[config.mk]
export PLATFORM = sky130hd
export DESIGN_NAME = uwire_rd_master
export DESIGN_NICKNAME = d
export VERILOG_FILES = /design/src/rtl/uwire_rd_pkg.sv /design/src/rtl/uwire_tick_gen.sv /design/src/rtl/uwire_din_sync.sv /design/src/rtl/uwire_frame_seq.sv /design/src/rtl/uwire_rd_master.sv
export SDC_FILE = /design/constraint.sdc
export NUM_CORES = 1
export LEC_CHECK = 0
export ABC_CLOCK_PERIOD_IN_PS = 2300
export BUFFER_PORTS_ARGS = -buffer_cell sky130_fd_sc_hd__buf_2
export CORE_ASPECT_RATIO = 0.5
export CORE_UTILIZATION = 55
export DETAILED_ROUTE_END_ITERATION = 10
export GPL_ROUTABILITY_DRIVEN = 0
export GPL_TIMING_DRIVEN = 0
export HOLD_SLACK_MARGIN = 0.06
export PLACE_DENSITY = 0.81
export SLEW_MARGIN = 20
export SYNTH_ARGS = -nofsm -noshare
export SYNTH_HDL_FRONTEND = slang
export SYNTH_SLANG_ARGS = --single-unit
[constraint.sdc]
create_clock -name clk -period 2.3 [get_ports clk]
set_input_delay 0.23 -clock clk [delete_from_list [all_inputs] [get_ports clk]]
set_output_delay 0.23 -clock clk [all_outputs]
set_load 0.05 [all_outputs]
[src/rtl/uwire_rd_pkg.sv]
package uwire_rd_pkg;

    localparam int ADDR_W  = 8;
    localparam int WORD_W  = 16;
    localparam int OP_W    = 2;
    localparam int FRAME_W = 1 + OP_W + ADDR_W;

    localparam logic            LEAD_BIT = 1'b1;
    localparam logic [OP_W-1:0] OP_RD    = 2'b10;

    typedef enum logic [3:0] {
        ST_IDLE,
        ST_SETUP,
        ST_CMD_HI,
        ST_CMD_LO,
        ST_TURN,
        ST_RD_HI,
        ST_RD_LO,
        ST_HOLD,
        ST_GAP
    } seq_state_t;

    typedef struct packed {
        logic cs;
        logic sclk;
        logic mosi;
    } pins_t;

    function automatic logic [FRAME_W-1:0] make_frame(input logic [ADDR_W-1:0] loc);
        return {LEAD_BIT, OP_RD, loc};
    endfunction

endpackage

[src/rtl/uwire_tick_gen.sv]
module uwire_tick_gen #(
    parameter int HALF_DIV = 4
) (
    input  logic clk,
    input  logic rst,
    input  logic hold,
    output logic tick
);
    localparam int CW = (HALF_DIV > 1) ? $clog2(HALF_DIV) : 1;
    localparam logic [CW-1:0] LAST = CW'(HALF_DIV - 1);

    logic [CW-1:0] cnt;

    assign tick = !hold && (cnt == LAST);

    always_ff @(posedge clk) begin
        if (rst || hold) begin
            cnt <= '0;
        end else if (tick) begin
            cnt <= '0;
        end else begin
            cnt <= cnt + 1'b1;
        end
    end
endmodule

[src/rtl/uwire_din_sync.sv]
module uwire_din_sync #(
    parameter int STAGES = 2
) (
    input  logic clk,
    input  logic rst,
    input  logic d,
    output logic q
);
    logic [STAGES-1:0] chain;

    always_ff @(posedge clk) begin
        if (rst) begin
            chain <= '0;
        end else begin
            chain <= {chain[STAGES-2:0], d};
        end
    end

    assign q = chain[STAGES-1];
endmodule

[src/rtl/uwire_frame_seq.sv]
module uwire_frame_seq
    import uwire_rd_pkg::*;
#(
    parameter int NBITS = 16
) (
    input  logic              clk,
    input  logic              rst,
    input  logic              tick,
    input  logic              start,
    input  logic [ADDR_W-1:0] addr,
    input  logic              din,
    output logic              idle,
    output pins_t             pins,
    output logic              busy,
    output logic              done,
    output logic [WORD_W-1:0] data
);
    localparam int MAXB  = (FRAME_W > NBITS) ? FRAME_W : NBITS;
    localparam int CNT_W = $clog2(MAXB + 1);
    localparam logic [CNT_W-1:0] LAST_TX = CNT_W'(FRAME_W - 1);
    localparam logic [CNT_W-1:0] LAST_RX = CNT_W'(NBITS - 1);

    seq_state_t         state;
    logic [FRAME_W-1:0] txsh;
    logic [WORD_W-1:0]  rxsh;
    logic [CNT_W-1:0]   cnt;

    assign idle = (state == ST_IDLE);

    always_ff @(posedge clk) begin
        if (rst) begin
            state <= ST_IDLE;
            pins  <= '0;
            busy  <= 1'b0;
            done  <= 1'b0;
            data  <= '0;
            txsh  <= '0;
            rxsh  <= '0;
            cnt   <= '0;
        end else begin
            done <= 1'b0;
            case (state)
                ST_IDLE: begin
                    if (start) begin
                        txsh      <= make_frame(addr);
                        pins.cs   <= 1'b1;
                        pins.mosi <= LEAD_BIT;
                        rxsh      <= '0;
                        cnt       <= '0;
                        busy      <= 1'b1;
                        state     <= ST_SETUP;
                    end
                end
                ST_SETUP: begin
                    if (tick) begin
                        pins.sclk <= 1'b1;
                        state     <= ST_CMD_HI;
                    end
                end
                ST_CMD_HI: begin
                    if (tick) begin
                        pins.sclk <= 1'b0;
                        if (cnt == LAST_TX) begin
                            pins.mosi <= 1'b0;
                            cnt       <= '0;
                            state     <= ST_TURN;
                        end else begin
                            txsh      <= {txsh[FRAME_W-2:0], 1'b0};
                            pins.mosi <= txsh[FRAME_W-2];
                            cnt       <= cnt + 1'b1;
                            state     <= ST_CMD_LO;
                        end
                    end
                end
                ST_CMD_LO: begin
                    if (tick) begin
                        pins.sclk <= 1'b1;
                        state     <= ST_CMD_HI;
                    end
                end
                ST_TURN: begin
                    // clock held low for two half-periods while capture edge flips
                    if (tick) begin
                        if (cnt == '0) begin
                            cnt <= CNT_W'(1);
                        end else begin
                            cnt       <= '0;
                            pins.sclk <= 1'b1;
                            state     <= ST_RD_HI;
                        end
                    end
                end
                ST_RD_HI: begin
                    if (tick) begin
                        pins.sclk <= 1'b0;
                        rxsh      <= {rxsh[WORD_W-2:0], din};
                        if (cnt == LAST_RX) begin
                            cnt   <= '0;
                            state <= ST_HOLD;
                        end else begin
                            cnt   <= cnt + 1'b1;
                            state <= ST_RD_LO;
                        end
                    end
                end
                ST_RD_LO: begin
                    if (tick) begin
                        pins.sclk <= 1'b1;
                        state     <= ST_RD_HI;
                    end
                end
                ST_HOLD: begin
                    if (tick) begin
                        pins.cs <= 1'b0;
                        done    <= 1'b1;
                        data    <= rxsh;
                        state   <= ST_GAP;
                    end
                end
                ST_GAP: begin
                    if (tick) begin
                        if (cnt == '0) begin
                            cnt <= CNT_W'(1);
                        end else begin
                            cnt   <= '0;
                            busy  <= 1'b0;
                            state <= ST_IDLE;
                        end
                    end
                end
                default: state <= ST_IDLE;
            endcase
        end
    end
endmodule

[src/rtl/uwire_rd_master.sv]
module uwire_rd_master
    import uwire_rd_pkg::*;
#(
    parameter int HALF_DIV    = 4,
    parameter bit ORG8        = 1'b0,
    parameter int SYNC_STAGES = 2
) (
    input  logic              clk,
    input  logic              rst,
    input  logic              start_i,
    input  logic [ADDR_W-1:0] addr_i,
    output logic              busy_o,
    output logic              done_o,
    output logic [WORD_W-1:0] data_o,
    output logic              cs_o,
    output logic              sclk_o,
    output logic              mosi_o,
    input  logic              miso_i
);
    localparam int NBITS = ORG8 ? 8 : WORD_W;

    logic  tick;
    logic  idle;
    logic  din_s;
    pins_t pins;

    uwire_tick_gen #(.HALF_DIV(HALF_DIV)) u_tick (
        .clk  (clk),
        .rst  (rst),
        .hold (idle),
        .tick (tick)
    );

    uwire_din_sync #(.STAGES(SYNC_STAGES)) u_sync (
        .clk (clk),
        .rst (rst),
        .d   (miso_i),
        .q   (din_s)
    );

    uwire_frame_seq #(.NBITS(NBITS)) u_seq (
        .clk   (clk),
        .rst   (rst),
        .tick  (tick),
        .start (start_i),
        .addr  (addr_i),
        .din   (din_s),
        .idle  (idle),
        .pins  (pins),
        .busy  (busy_o),
        .done  (done_o),
        .data  (data_o)
    );

    assign cs_o   = pins.cs;
    assign sclk_o = pins.sclk;
    assign mosi_o = pins.mosi;
endmodule

==> metrics <==
initial antenna violation count 0; core area 0.00453 mm²; hold_sp miso_i; Detail Placement HPWL 4.22 mm; Worst path most repeated cell buf_2; Synth cell types 50; Worst Max-Slew Pin Slew 621 ps; post-route cell area 0.00312 mm²; layout net count 380; minimum clock period after layout 2100 ps; routed vias 2446; Synth top area share 44.7%; switch share 34.1%; DR pass1 iterations 5; Reg2Reg Setup Slack 200 ps; # setup viols final 0; grt total ovfl 0; DRC viols 0; P_int 2.01 mW; Avg Cell Area, Syn 8.39 µm²; number of diodes 0; Post-synth EDFFs 0; Async S/R FF share, synth 0%; Seq/Total Area, Yosys 44.7%; peak supply drop 510 µV; routing usage on met2 41.6%; slowest CP cell clkbuf_1; Detailed Route WL 6.12 mm; vias in the first global route 2158; Crit path required time 2500 ps; Synth area leader dfxtp_1; CP max FO 10; commonest cells in the netlist nand2_1 (61), dfxtp_1 (60), a21oi_1 (51); clk sinks 60; Comb power frac 29.0%; grt met3 use 11.1%; Area growth syn-to-layout 16.3%; layout cells sized above 1 19.9%; FF-to-FF End u_seq.data[0]; Post-DP Area 0.00292 mm²; Slew headroom 58.6%; DP Cell Count 417; fin. max-slew vios 0; maximum clock frequency 0.475 GHz; clk slew on worst S/H paths 70 ps; Initial Util 59.3%; GRT met1 Usage 30.2%; Psw 1.04 mW; FF+latch count, synth 60; cts hold-fix bufs 0; number of max-cap violations 0; Leakage 1.17 nW; CP Cell Sequence ha_1 -> clkbuf_1 -> inv_1 -> or2_1 -> buf_2 -> buf_2 -> nand2_1 -> a21oi_1; top-level port count 33; final non-filler cell total 432; post-CTS setup buffers 0; Post-DRT Antenna Nets 0; busiest grt layer met2; Top FF cell, synth dfxtp_1; total power draw 3.05 mW; max incr delay on CP 410 ps; Worst Path Buf+Inv 4; Rows 17; # H-tree levels 3; clk_lat worst skew 340 ps; Clk pwr share 31.3%; synth warn 0; Worst R2R Path Depth 8; Die H 51.4 µm; CP top delay family buffers and inverters; Die W 101 µm; PwrDens 977 mW/mm²; Hold WS 97.7 ps; final hold violations 0; WL/cell 14.2 µm; largest net degree at the start of global routing 11; die footprint 0.00518 mm²; ranking of synthesized cells by area dfxtp_1 (45%), a21oi_1 (9.5%), nand2_1 (8.5%); All-Layer GR Usage 25.8%; Max clock buf depth 2; vias per cell 5.66; clk_skew 7.13 ps; Hold Crit Endpoint u_sync.chain[0]; endpoint class of the critical path register; buffers added on ports 31; CTS root buf clkbuf_8; period utilization 91.5%; Post-Syn Area 0.00269 mm²; DRT iter0 DRCs 192; CTS tree built; crit path kind register to register; Tightest Hold Check Type input pin to register; CTS resizes 0; Worst EP arrival 2310 ps; outcome complete, no violations; Flop pwr share 39.7%; total negative setup slack 0 ps; CP startpoint kind register; Post-Syn Nets 338; number of buffers created by CTS 9; unrepaired setup endpoints after global routing false; global-route wire length before repair 9.83 mm; worst r2r src u_tick.cnt[0]; Hold Crit Depth 2; Post-Syn Instances 320; most frequent cell after synthesis nand2_1
## power groups by stage
stage / clock network [mW] / logic [mW] / registers, mW
CTS: 0.965 / 0.874 / 1.21
global placement: 0 / 0.833 / 1.23
detailed placement: 0 / 0.867 / 1.23
global route: 1.01 / 0.971 / 1.22
floorplan: 0 / 0.614 / 1.29
finish: 0.954 / 0.886 / 1.21
## registers in the layout, summed over array words and instances, names as in the netlist
signal,cells
u_seq.txsh,10
u_seq.cnt,5
u_sync.chain,2
u_seq.state,4
u_seq.pins,3
u_seq.busy,1
u_seq.data,16
u_tick.cnt,2
u_seq.rxsh,16
u_seq.done,1
## through the flow
step / utilization [%] / worst slack (ps)
2_1_floorplan: - / 551
3_3_place_gp: 64.5 / 277
5_1_grt: 68.9 / 76.4
3_5_place_dp: 64.5 / 232
4_1_cts: 68.9 / 228
6_report: 68.9 / 196
## metal layers
metal | share of wire, % | wire length [µm] | vias up
li1 | - | - | 1203
met1 | 44 | 2670 | 1104
met2 | 45 | 2780 | 120
met3 | 8.7 | 534 | 19
met4 | 2.2 | 136 | 0
met5 | 0 | 0 | -
## kinds of logic (layout without fill, tap and decap cells)
logic type | after synthesis | count (layout) | synth area share, %
xor gates and xnor gates | 1 | 1 | 0.326
muxes | 8 | 8 | 2.98
adders and majority gates | 6 | 6 | 2.80
buffers and inverters | 34 | 80 | 5.96
and+or+nand+nor | 128 | 128 | 24.5
AOI/OAI and AO/OA | 83 | 83 | 18.7
DFF | 60 | 60 | 44.7
## worst register-to-register path: stages, from the launching register on
cell and delay (ps):
dfxtp_1 330, ha_1 260, clkbuf_1 410, inv_1 190
or2_1 250, buf_2 170, buf_2 200, nand2_1 90
a21oi_1 60
## placed cells by master, fill, tap and decap left out, types with 6 or more instances in the layout
master and instances:
a21oi_1 51, a311oi_1 7, buf_2 42, clkbuf_1 10, clkbuf_8 11, dfxtp_1 60
ha_1 6, inv_1 9, mux2i_1 8, nand2_1 61, nand3_1 20, nor2_1 10
nor3_1 7
## worst max-delay path by stage
| stage | depth (start not counted) | to | start | slack (ps) |
|---|---|---|---|---|
| after floorplan | 8 | u_seq.data[2] | u_tick.cnt[0] | 550 |
| after global routing | 7 | u_seq.data[15] | u_tick.cnt[0] | 80 |
| after global placement | 8 | u_seq.data[15] | u_tick.cnt[0] | 280 |
| final | 8 | u_seq.data[0] | u_tick.cnt[0] | 200 |
| after CTS | 8 | u_seq.data[12] | u_tick.cnt[0] | 230 |
| after detailed placement | 8 | u_seq.data[14] | u_tick.cnt[0] | 230 |
## layout make-up
type	instances	area (µm²)
multi-input cells	226	1320
inverters	9	33.8
repair buffers	31	155
well taps	66	82.6
flip-flops and latches	60	1200
fillers	374	1410
clock inverters	4	48.8
clock buffers	11	151
plain buffers	25	126
Note: power is estimated with default switching activity, not from simulation.
